## src/rtl/mck_pkg.sv

```systemverilog
package mck_pkg;
  localparam int CODE_W = 3;
  localparam int N_CODES = 1 << CODE_W;
  typedef logic [CODE_W-1:0] code_t;
  typedef struct packed {
    code_t pre;
    code_t post;
  } codes_t;
endpackage

```

## src/rtl/mck_pre_decode.sv

```systemverilog
module mck_pre_decode
  import mck_pkg::*;
#(
  parameter bit DIV3_EN = 1'b1,
  parameter int RATIO_W = 8
) (
  input  code_t              code,
  output logic [RATIO_W-1:0] ratio
);
  localparam logic [RATIO_W-1:0] ONE = {{(RATIO_W-1){1'b0}}, 1'b1};
  localparam logic [RATIO_W-1:0] THREE = ONE + ONE + ONE;

  generate
    if (DIV3_EN) begin : g_div3
      always_comb ratio = (code == code_t'(N_CODES - 1)) ? THREE : (ONE << code);
    end else begin : g_pow2
      always_comb ratio = ONE << code;
    end
  endgenerate
endmodule

```

## src/rtl/mck_post_lut.sv

```systemverilog
module mck_post_lut
  import mck_pkg::*;
#(
  parameter int ENTRY_W = 8,
  parameter logic [N_CODES*ENTRY_W-1:0] TABLE = '0
) (
  input  code_t              code,
  output logic [ENTRY_W-1:0] ratio
);
  logic [ENTRY_W-1:0] tbl [N_CODES];

  for (genvar g = 0; g < N_CODES; g++) begin : g_ent
    localparam logic [ENTRY_W-1:0] RAW = TABLE[g*ENTRY_W +: ENTRY_W];
    assign tbl[g] = (RAW == '0) ? ENTRY_W'(1) : RAW;
  end

  assign ratio = tbl[code];
endmodule

```

## src/rtl/mck_div_chain.sv

```systemverilog
module mck_div_chain #(
  parameter int PRE_W = 8,
  parameter int POST_W = 8
) (
  input  logic              clk,
  input  logic              rst,
  input  logic [PRE_W-1:0]  pre_ratio,
  input  logic [POST_W-1:0] post_ratio,
  output logic              pre_tick,
  output logic              out_tick
);
  logic [PRE_W-1:0]  pcnt;
  logic [POST_W-1:0] qcnt;
  logic [PRE_W-1:0]  pre_last;
  logic [POST_W-1:0] post_last;

  assign pre_last  = pre_ratio - PRE_W'(1);
  assign post_last = post_ratio - POST_W'(1);
  assign pre_tick  = (pcnt == pre_last);
  assign out_tick  = pre_tick && (qcnt == post_last);

  always_ff @(posedge clk) begin
    if (rst || out_tick) begin
      pcnt <= '0;
      qcnt <= '0;
    end else if (pre_tick) begin
      pcnt <= '0;
      qcnt <= qcnt + POST_W'(1);
    end else begin
      pcnt <= pcnt + PRE_W'(1);
    end
  end

  assert_pcnt_range_R2: assert property (@(posedge clk) disable iff (rst)
    pcnt < pre_ratio);
  assert_qcnt_range_R5: assert property (@(posedge clk) disable iff (rst)
    qcnt < post_ratio);
endmodule

```

## src/rtl/mck_prescaler.sv

```systemverilog
module mck_prescaler
  import mck_pkg::*;
#(
  parameter int CFG_W = 32,
  parameter logic [CFG_W-1:0] CFG_MASK = 32'h0000_0770,
  parameter int PRE_POS = 4,
  parameter int POST_POS = 8,
  parameter bit DIV3_EN = 1'b1,
  parameter int CHANNEL_ID = 0,
  parameter int ENTRY_W = 8,
  parameter logic [N_CODES*ENTRY_W-1:0] POST_TABLE = 64'h00_01_01_05_03_04_02_01
) (
  input  logic             clk,
  input  logic             rst,
  input  logic [CFG_W-1:0] cfg_word,
  output logic             pre_tick,
  output logic             out_tick,
  output logic             rdy_main,
  output logic             rdy_aux
);
  localparam int PRE_RATIO_W = N_CODES + 1;

  logic [CFG_W-1:0]       masked;
  codes_t                 req;
  codes_t                 act_q;
  logic                   rdy_q;
  logic [PRE_RATIO_W-1:0] pre_ratio;
  logic [ENTRY_W-1:0]     post_ratio;
  logic                   pending;

  assign masked   = cfg_word & CFG_MASK;
  assign req.pre  = masked[PRE_POS +: CODE_W];
  assign req.post = masked[POST_POS +: CODE_W];
  assign pending  = (req != act_q);

  mck_pre_decode #(.DIV3_EN(DIV3_EN), .RATIO_W(PRE_RATIO_W)) u_pre (
    .code(act_q.pre), .ratio(pre_ratio));

  mck_post_lut #(.ENTRY_W(ENTRY_W), .TABLE(POST_TABLE)) u_post (
    .code(act_q.post), .ratio(post_ratio));

  mck_div_chain #(.PRE_W(PRE_RATIO_W), .POST_W(ENTRY_W)) u_chain (
    .clk(clk), .rst(rst), .pre_ratio(pre_ratio), .post_ratio(post_ratio),
    .pre_tick(pre_tick), .out_tick(out_tick));

  always_ff @(posedge clk) begin
    if (rst) begin
      act_q <= '0;
      rdy_q <= 1'b1;
    end else if (out_tick) begin
      act_q <= req;
      rdy_q <= 1'b1;
    end else if (pending) begin
      rdy_q <= 1'b0;
    end
  end

  generate
    if (CHANNEL_ID == 0) begin : g_ch_main
      assign rdy_main = rdy_q;
      assign rdy_aux  = 1'b0;
    end else begin : g_ch_aux
      assign rdy_main = 1'b0;
      assign rdy_aux  = rdy_q;
    end
  endgenerate

  assert_apply_at_boundary_R7: assert property (@(posedge clk) disable iff (rst)
    !$stable(act_q) |-> $past(out_tick));
  assert_ready_rise_R8: assert property (@(posedge clk) disable iff (rst)
    $rose(rdy_q) |-> $past(out_tick));
  assert_ready_drop_R8: assert property (@(posedge clk) disable iff (rst)
    (pending && !out_tick) |=> !rdy_q);
endmodule

```

## config.mk

```make
export PLATFORM = sky130hd
export DESIGN_NAME = mck_prescaler
export DESIGN_NICKNAME = d
export VERILOG_FILES = /design/src/rtl/mck_pkg.sv /design/src/rtl/mck_pre_decode.sv /design/src/rtl/mck_post_lut.sv /design/src/rtl/mck_div_chain.sv /design/src/rtl/mck_prescaler.sv
export SDC_FILE = /design/constraint.sdc
export NUM_CORES = 1
export LEC_CHECK = 0
export CAP_MARGIN = 15
export CORE_ASPECT_RATIO = 2
export CORE_MARGIN = 4
export CORE_UTILIZATION = 30
export CTS_CLUSTER_DIAMETER = 50
export DETAILED_ROUTE_END_ITERATION = 12
export GPL_ROUTABILITY_DRIVEN = 0
export GPL_TIMING_DRIVEN = 0
export SLEW_MARGIN = 20
export SYNTH_ARGS = -nofsm -noshare
export SYNTH_HDL_FRONTEND = slang
export SYNTH_HIERARCHICAL = 1
export SYNTH_SLANG_ARGS = --single-unit
export TNS_END_PERCENT = 20
```

## constraint.sdc

```tcl
create_clock -name clk -period 3 [get_ports clk]
set_clock_uncertainty 0.1 [all_clocks]
set_input_delay 0.45 -clock clk [delete_from_list [all_inputs] [get_ports clk]]
set_output_delay 0.45 -clock clk [all_outputs]
set_load 0.05 [all_outputs]
```

-- Word level (Yosys, flattened, before mapping)
Memories as Yosys holds them, arrays and structs flattened.
Index checks and enable logic that the tools add are counted.
Widths: inputs -> output; s select.
- flip-flop bits (word level): 24
- latch bits: 0
- bits in writable memories: 0
- ROM bits: 64
- bits of input ports: 34
- output and inout bits: 4
- logic and storage cells: 24
- memories: 1
- memory list (memory ; depth ; width ; read ports ; clocked after Yosys merged registers in ; wr ports ; RTL line ; text):
    (no name shown) ; 8 ; 8 ; 1 ; 0 ; 0 ; mck_post_lut.sv:17 ; assign ratio = tbl[code];
- $add $sub $neg: 4
- multiply operators: 0
- divide/modulo/power cells: 0
- $lt $le $gt $ge: 1
- equality and inequality tests: 4
- shifts and indexed selects: 1
- multiplexer cells: 3
- bitwise operators: 1
- reduce and logical (&&, ||, !) cells: 4
- operator list (cell ; number):
    $mux 8 ; 2
    $add 9x1->9 const B ; 1
    $eq 9x9->1 ; 1
    $mux 9 ; 1
    $shl 1x3->9 const A ; 1
    $sub 9x1->9 const B ; 1
    $add 8x1->8 const B ; 1
    $eq 8x8->1 ; 1
    $sub 8x1->8 const B ; 1
    $ne 6x6->1 ; 1
    $ge 4x4->1 const B ; 1
    $not 3->4 ; 1
    $reduce_or 2->1 ; 2
    $eq 3x3->1 const B ; 1
    $logic_and 1x1->1 ; 1
    $logic_or 1x1->1 ; 1

-- Longest topological paths before layout
Gate-level depths: netlist of run 1.
- word-level depth: 9
- gate-level depth with buffers: 13
- depth with buffers taken out: 12

-- Cells and area by module
The synthesis of run 1 kept the hierarchy.
- by module, submodules not included (module ; times used ; cells each ; area an instance (um^2) ; seq. area each (um^2)):
    mck_div_chain ; 1 ; 166 ; 1405.1 ; 340.3
    mck_prescaler ; 1 ; 31 ; 317.8 ; 140.1
    mck_post_lut ; 1 ; 13 ; 103.8 ; 0.0
    mck_pre_decode ; 1 ; 14 ; 91.3 ; 0.0

-- Worst setup path before layout of run 1
OpenSTA, ideal clock, no wires.
- path kind: register -> register
- start point: reg act_q[5] (netlist name)
- end point: reg act_q[0] (netlist name)
- setup time: 114 ps
- arrival time: 4063 ps
- required time: 2786 ps
- path slack: -1278 ps
- cell stages (with the launch flop): 13
- path buffers: 1
- clock period less this slack: 4278 ps
- cell sequence: dfxtp_1 or3_1 nand2_1 inv_1 ha_1 nand2b_1 a311o_2 a2111oi_4 nand2_1 nor3_1 buf_2 mux2i_1 nor2_1
- cells in the longest elaborated chain, start to end: 5
- elaborated cells between the ends (all ways): 6
- classes of those cells: add/sub (1); eq/ne (2); shift (1); mux (1); reduce/logical (1)
- RTL lines (element ; RTL line ; text):
    from (decl) ; mck_prescaler.sv:25 ; codes_t act_q;
    from (signal assigned) ; mck_prescaler.sv:51 ; act_q <= req;
    $eq 3x3->1 / $shl 1x3->9 (equally long branches) ; mck_pre_decode.sv:15 ; always_comb ratio = (code == code_t'(N_CODES - 1)) ? THREE : (ONE << code);
    $mux 9 * ; mck_pre_decode.sv:15 ;
    net pre_ratio[0] ; mck_prescaler.sv:27 ; logic [PRE_RATIO_W-1:0] pre_ratio;
    $sub 9x1->9 * ; mck_div_chain.sv:17 ; assign pre_last = pre_ratio - PRE_W'(1);
    $eq 9x9->1 * ; mck_div_chain.sv:19 ; assign pre_tick = (pcnt == pre_last);
    $logic_and 1x1->1 * ; mck_div_chain.sv:20 ; assign out_tick = pre_tick && (qcnt == post_last);
    net out_tick ; mck_prescaler.sv:17 ; output logic out_tick,
Mark *: on every way through the listed nets, which the timed path passes. The rest lies on a longest branch.
A chain may end at the register's enable or synchronous reset.

-- Worst setup path in the final report of run 1
- start point: reg act_q[5] (netlist name)
- end point: out out_tick
- cells in the longest elaborated chain, start to end: 5
- elaborated cells between the ends (all ways): 6
- classes of those cells: add/sub (1); eq/ne (2); shift (1); mux (1); reduce/logical (1)
- RTL lines (element ; RTL line):
    $eq 3x3->1 / $shl 1x3->9 (equally long branches) ; mck_pre_decode.sv:15
    $mux 9 * ; mck_pre_decode.sv:15
    net pre_ratio[0] ; mck_prescaler.sv:27
    $sub 9x1->9 * ; mck_div_chain.sv:17
    $eq 9x9->1 * ; mck_div_chain.sv:19
    $logic_and 1x1->1 * ; mck_div_chain.sv:20
    to (decl) ; mck_prescaler.sv:17
Marks and branches as above.

==> results of run 1 <==
[power by group through the flow]
stage | logic [W] | registers [W] | clock network, W
final | 0.000188 | 0.000343 | 0.000356
after CTS | 0.000183 | 0.000344 | 0.000365
after detailed placement | 0.000166 | 0.000353 | 0
after floorplan | 0.000124 | 0.000350 | 0
after global routing | 0.000204 | 0.000345 | 0.000382
after global placement | 0.000165 | 0.000352 | 0
[worst max-delay path: cells and delay by family (launching register included)]
kind                     cells  cell delay [ns]
AO/OA/AOI/OAI                2             0.74
AND/OR/NAND/NOR              5             0.98
adder cells (fa/ha/maj)      1             0.16
flip-flops                   1             0.36
buffers and inverters        2             0.23
[what timing repair did]
action / 4_1_cts / 5_1_grt
pin swaps: 6 / 2
setup buffers: 10 / 2
resized for setup: 34 / 9
endpoints found under the setup margin: 16 / 15
[sequential cells by signal, indices dropped and copies added, names as in the netlist]
register / count
u_chain/pcnt: 9
u_chain/qcnt: 8
act_q: 6
rdy_main: 1
[placed cells by master (no fill, tap or decap), types with 2 or more instances in the layout]
cell type,count
a21oi_1,5
a31oi_1,2
and3_1,2
and3b_2,2
buf_4,17
buf_6,3
clkbuf_16,4
clkdlybuf4s50_1,8
conb_1,8
dfxtp_1,19
dfxtp_2,2
dfxtp_4,3
ha_1,4
ha_4,2
inv_1,11
inv_2,2
mux2i_1,6
nand2_1,12
nand2b_1,3
nand2b_4,2
nand3_1,9
nand4_1,8
nand4b_1,3
nor2_1,18
nor3_1,6
nor3b_2,2
o2111ai_1,2
o21a_1,2
o21ai_0,3
o221ai_1,4
o221ai_2,2
or3_1,3
or4_4,3
xnor2_1,16
xor2_1,16
[per-layer routing]
layer / global-route usage, % / up-vias / wire length (µm) / part of all wire (%)
met3: 0.556 / 11 / 41 / 0.90
met1: 10.9 / 765 / 1540 / 34
li1: - / 849 / - / -
met4: 6.75 / 0 / 161 / 3.5
met2: 25.8 / 21 / 2810 / 62
met5: 0 / - / 0 / 0
[cell type report]
type,count,area (µm²)
plain buffers,9,71.3
clock buffers,4,100
fillers,664,3780
inverters,15,58.8
multi-input cells,180,1460
flip-flops and latches,24,494
well taps,86,108
repair buffers,20,185
[stage by stage]
stage / cells / cell area, µm² / util (%) / setup TNS (ns)
4_1_cts: 338 / 2440 / 38.9 / -0.736
6_report: 338 / 2480 / 39.6 / -0.459
2_1_floorplan: 229 / 2000 / - / -2.14
3_5_place_dp: 325 / 2200 / 35.2 / -4.44
5_1_grt: 338 / 2480 / 39.6 / -1.49
3_3_place_gp: 325 / 2200 / 35.2 / -3.93
[how the worst min path moves through the flow]
stage                               startpoint                          to  slack [ns]  depth (start not counted)
finish                   rdy_main$_SDFFE_PP1P_       rdy_main$_SDFFE_PP1P_        0.40                          2
detailed placement       rdy_main$_SDFFE_PP1P_       rdy_main$_SDFFE_PP1P_        0.40                          2
global route             rdy_main$_SDFFE_PP1P_       rdy_main$_SDFFE_PP1P_        0.43                          2
floorplan           u_chain/pcnt[0]$_SDFF_PP0_  u_chain/pcnt[0]$_SDFF_PP0_        0.36                          1
CTS                      rdy_main$_SDFFE_PP1P_       rdy_main$_SDFFE_PP1P_        0.41                          2
global placement         rdy_main$_SDFFE_PP1P_       rdy_main$_SDFFE_PP1P_        0.40                          2
[cells by family (layout without fill, tap and decap cells)]
family | Yosys count | after routing | synth area share [%]
flip-flops | 24 | 24 | 25.0
XOR/XNOR | 32 | 32 | 14.6
multiplexers | 7 | 7 | 3.91
AND/OR/NAND/NOR | 92 | 92 | 27.8
other | 3 | 8 | 0.587
AO/OA/AOI/OAI | 35 | 35 | 17.2
adder cells (fa/ha/maj) | 6 | 6 | 3.91
buffers and inverters | 25 | 48 | 6.91
==> metrics.cfg, run 1 <==
[setup_path]
crit_chain=or3_4 > nand2_4 > inv_2 > ha_4 > nand2b_4 > a311o_2 > a2111oi_4 > nand2_2 > nor3_4 > buf_6
arrival_ns=2.73
cp-startpoint=act_q[5]$_SDFFE_PP0P_
critical_path_class=flip-flop to primary output
cpPeakStageDelay_ns=0.40
timing.rr.start=act_q[5]$_SDFFE_PP0P_
path_max_fanout=7
reg2reg_slack_ns=0.01
reg2reg_to=act_q[1]$_SDFFE_PP0P_
crit_path_top_delay_cell=a311o_2
critPathCaptureType=primary output
cp.required_ns=2.45
r2r_cells=12
cp-endpoint=out_tick
critPathLaunchType=flip-flop

[pwr]
sequentialPowerShare_pct=38.7
swShare_pct=27.3
p_leak_nw=0.902
power.switching_w=0.000242
ir_drop_v=0.000197
cellPowerDensity_nw_per_um2=359
pwr-share-clk_pct=40.1
internal_power_w=0.000646
power.total_w=0.000888
power_frac_comb_pct=21.2

[die]
pin_count=38
die_y_um=121
core_area_um2=6260
dieArea_um2=7810
fp-row-count=41
start_util_pct=30.6
die_w_um=64.5

[yosys]
synth-edff-count=0
synthesis.instances=224
async_flop_share_pct=0
synth_flop_cell=dfxtp_1
yosysSeqAreaShare_pct=25.0
synth_top_area_cell=dfxtp_1
ys_types=56
ys_warn_count=6
synth-seq-cells=24
synthesis.area_um2=1920
avgSynthCellArea_um2=8.56
synth_common_cells=dfxtp_1 (24), nor2_1 (19), xnor2_1 (16), xor2_1 (16)
yosys-top-cells-area=dfxtp_1 (25%), xnor2_1 (7.3%), xor2_1 (7.3%)
synth_top_area_share_pct=25.0
yosysMostFrequentCell=dfxtp_1

[sta]
timing.hold.ws_ns=0.404
setup_viol=2
finalCritPeriodShare_pct=109
slew_violations=0
rsz0062_at_grt=true
tightestPinTransition_ns=0.562
hold_violations=0
maxSlewHeadroom_pct=62.0
max_freq_mhz=305
fin_ws_ns=-0.279
fin_crit_ns=3.28

[status]
violations=negative setup slack
status=finished, violations left

[drt]
drt_iter0_drc=48
vias=1646
detail_route.wl_per_cell_um=13.5
first_pass_iters=4
routed_via_density=4.87
wl_mm=4.55
route.detailed.drc=0
ant_nets=0

[placement]
dp_slack_ns=-1.06
portBuffers=10
dpl.hpwl_mm=3.49

[run]
cap_violations=0

[cts]
cts_made_buffers=3
cts.sinks=24
cts_tree=built
worstSkewPairLatency_ns=0.26
clockRootBuffer=clkbuf_16
cts_buffer_depth=2
cts.reportedPaths.clkPinSlew_ns=0.06
htree_levels=1
hold_buffers=0

[cells_and_area]
diodes=0
final_nets=293
drive_gt1_share_pct=27.4
syn_to_final_growth_pct=29.1

[global_route]
grt_pass1_vias=1646
antenna_found_initial=0
grt-ovfl-total=0
grt_max_degree=15
grt_use_total_pct=12.3
grt_pass1_wl_mm=7.50

[min_path]
hold_class=flip-flop to flip-flop

(Power assumes the default switching activity.)
==> inputs of run 2 (changes only) <==
Settings changed: HOLD_SLACK_MARGIN set to 0.03, SLEW_MARGIN 20 to 10.
==> results of run 2 <==
Same layout as run 1: the final DEF is identical, and so are final timing and power.
==> inputs of run 3 (changes only) <==
Settings changed: CORE_UTILIZATION 30 to 40, PLACE_DENSITY set to 0.67.
==> run 3 against run 2 <==
Compared with the run above: the run still ends with negative setup slack left; critical path depth unchanged; maximum frequency up 0.22%; via count up 0.61%; hold slack worse by 0.0044 ns; sequential power about the same; combinational power about the same; register-to-register slack better by 0.04 ns; first-iteration DRC count down 71%; worst setup slack better by 0.0071 ns; cell count down 8.9%.
==> metrics.cfg, run 3 (synthesized netlist as in run 1, its figures left out) <==
[global_route]
grt_pass1_vias=1638
grt-ovfl-total=0
grt_use_total_pct=14.7
grt_pass1_wl_mm=7.17
grt_max_degree=15
antenna_found_initial=0

[drt]
ant_nets=0
first_pass_iters=4
route.detailed.drc=0
vias=1656
drt_iter0_drc=14
detail_route.wl_per_cell_um=14.1
wl_mm=4.34
routed_via_density=5.38

[cts]
htree_levels=1
cts_tree=built
cts_made_buffers=3
cts.reportedPaths.clkPinSlew_ns=0.08
worstSkewPairLatency_ns=0.27
cts_buffer_depth=2
clockRootBuffer=clkbuf_8
cts.sinks=24

[status]
status=finished, violations left
violations=negative setup slack

[pwr]
ir_drop_v=0.000250
p_leak_nw=0.890
cellPowerDensity_nw_per_um2=329

[die]
core_area_um2=4640
die_y_um=106
fp-row-count=35
pin_count=38
start_util_pct=41.3
dieArea_um2=6030
die_w_um=57.0

[cells_and_area]
regMostFlops=u_chain/pcnt
reg_top3=u_chain/pcnt: 9 flops, u_chain/qcnt: 8 flops, act_q: 6 flops
diodes=0
final_nets=294
drive_gt1_share_pct=26.1
largest_reg_flops=9
final_cell_mix=nor2_1 (19), dfxtp_1 (19), buf_4 (18), xor2_1 (16), xnor2_1 (16)
syn_to_final_growth_pct=24.4

[sta]
maxSlewHeadroom_pct=66.7
tightestPinTransition_ns=0.491
timing.hold.ws_ns=0.400
hold_violations=0
finalCritPeriodShare_pct=109
rsz0062_at_grt=true
slew_violations=0
tns_ns=-0.521
max_freq_mhz=306
setup_viol=2
fin_crit_ns=3.27
fin_ws_ns=-0.271

[placement]
portBuffers=10
dp_slack_ns=-1.03
dpl.hpwl_mm=3.27

[run]
cap_violations=0

[min_path]
hold_depth=2
worstHoldStart=rdy_main$_SDFFE_PP1P_
hold_class=flip-flop to flip-flop
worstHoldEndpoint=rdy_main$_SDFFE_PP1P_

[setup_path]
r2r_cells=12
cp.required_ns=2.45
critPathCaptureType=primary output
path_max_fanout=7
critical_path_class=flip-flop to primary output
arrival_ns=2.72
reg2reg_to=act_q[5]$_SDFFE_PP0P_
critPathLaunchType=flip-flop
reg2reg_slack_ns=0.05
timing.rr.start=act_q[5]$_SDFFE_PP0P_

## run 3: power by group
group,total (W),switching [W],internal [W]
registers,0.000344,0.0000161,0.000327
clock network,0.000251,0.000106,0.000145
logic,0.000191,0.000102,0.0000885
## run 3: how the worst max path moves through the flow
stage / startpoint / end / slack [ns] / cells after the start
2_1_floorplan: act_q[3]$_SDFFE_PP0P_ / act_q[5]$_SDFFE_PP0P_ / -0.30 / 12
3_3_place_gp: act_q[0]$_SDFFE_PP0P_ / out_tick / -0.95 / 11
3_5_place_dp: act_q[0]$_SDFFE_PP0P_ / out_tick / -1.03 / 11
4_1_cts: act_q[5]$_SDFFE_PP0P_ / out_tick / -0.41 / 10
5_1_grt: act_q[0]$_SDFFE_PP0P_ / out_tick / -0.37 / 11
6_report: act_q[5]$_SDFFE_PP0P_ / out_tick / -0.27 / 10
## run 3: stage by stage
stage | cells | total power (W) | utilization (%) | cell area [µm²]
floorplan | 229 | 0.000475 | - | 2000
global route | 308 | 0.000830 | 51.4 | 2390
CTS | 306 | 0.000786 | 50.2 | 2330
detailed placement | 294 | 0.000517 | 46.6 | 2160
finish | 308 | 0.000785 | 51.4 | 2390
global placement | 294 | 0.000515 | 46.6 | 2160
## run 3: area by class of cell
cell class | count | area, µm²
Sequential cell | 24 | 492
Tap cell | 55 | 68.8
Inverter | 15 | 58.8
Clock buffer | 4 | 66.3
Multi-Input combinational cell | 180 | 1440
Fill cell | 470 | 2260
Buffer | 9 | 71.3
Timing Repair Buffer | 21 | 193
## run 3: per-layer routing
layer	up-vias	wire length [µm]	part of all wire, %	global-route usage, %
met5	-	0	0	0
met4	0	131	3.0	6.97
met3	8	61	1.4	1.70
met2	16	2490	57	29.1
met1	785	1660	38	14.2
li1	847	-	-	-
## run 3: critical path, cell delays in order, from the launching register on
cell	delay, ns
dfxtp_4	0.37
or3_1	0.36
nand2_2	0.12
inv_2	0.05
ha_4	0.17
nand2b_4	0.14
a311o_2	0.40
a2111oi_4	0.35
nand2_2	0.15
nor3_4	0.16
buf_6	0.18
## run 3: repair_timing
item | CTS | global route
resized for setup | 25 | 12
setup buffers | 9 | 4
endpoints found under the setup margin | 15 | 15
pin swaps | 5 | 6
cloned | 0 | 0
hold buffers | 0 | 0
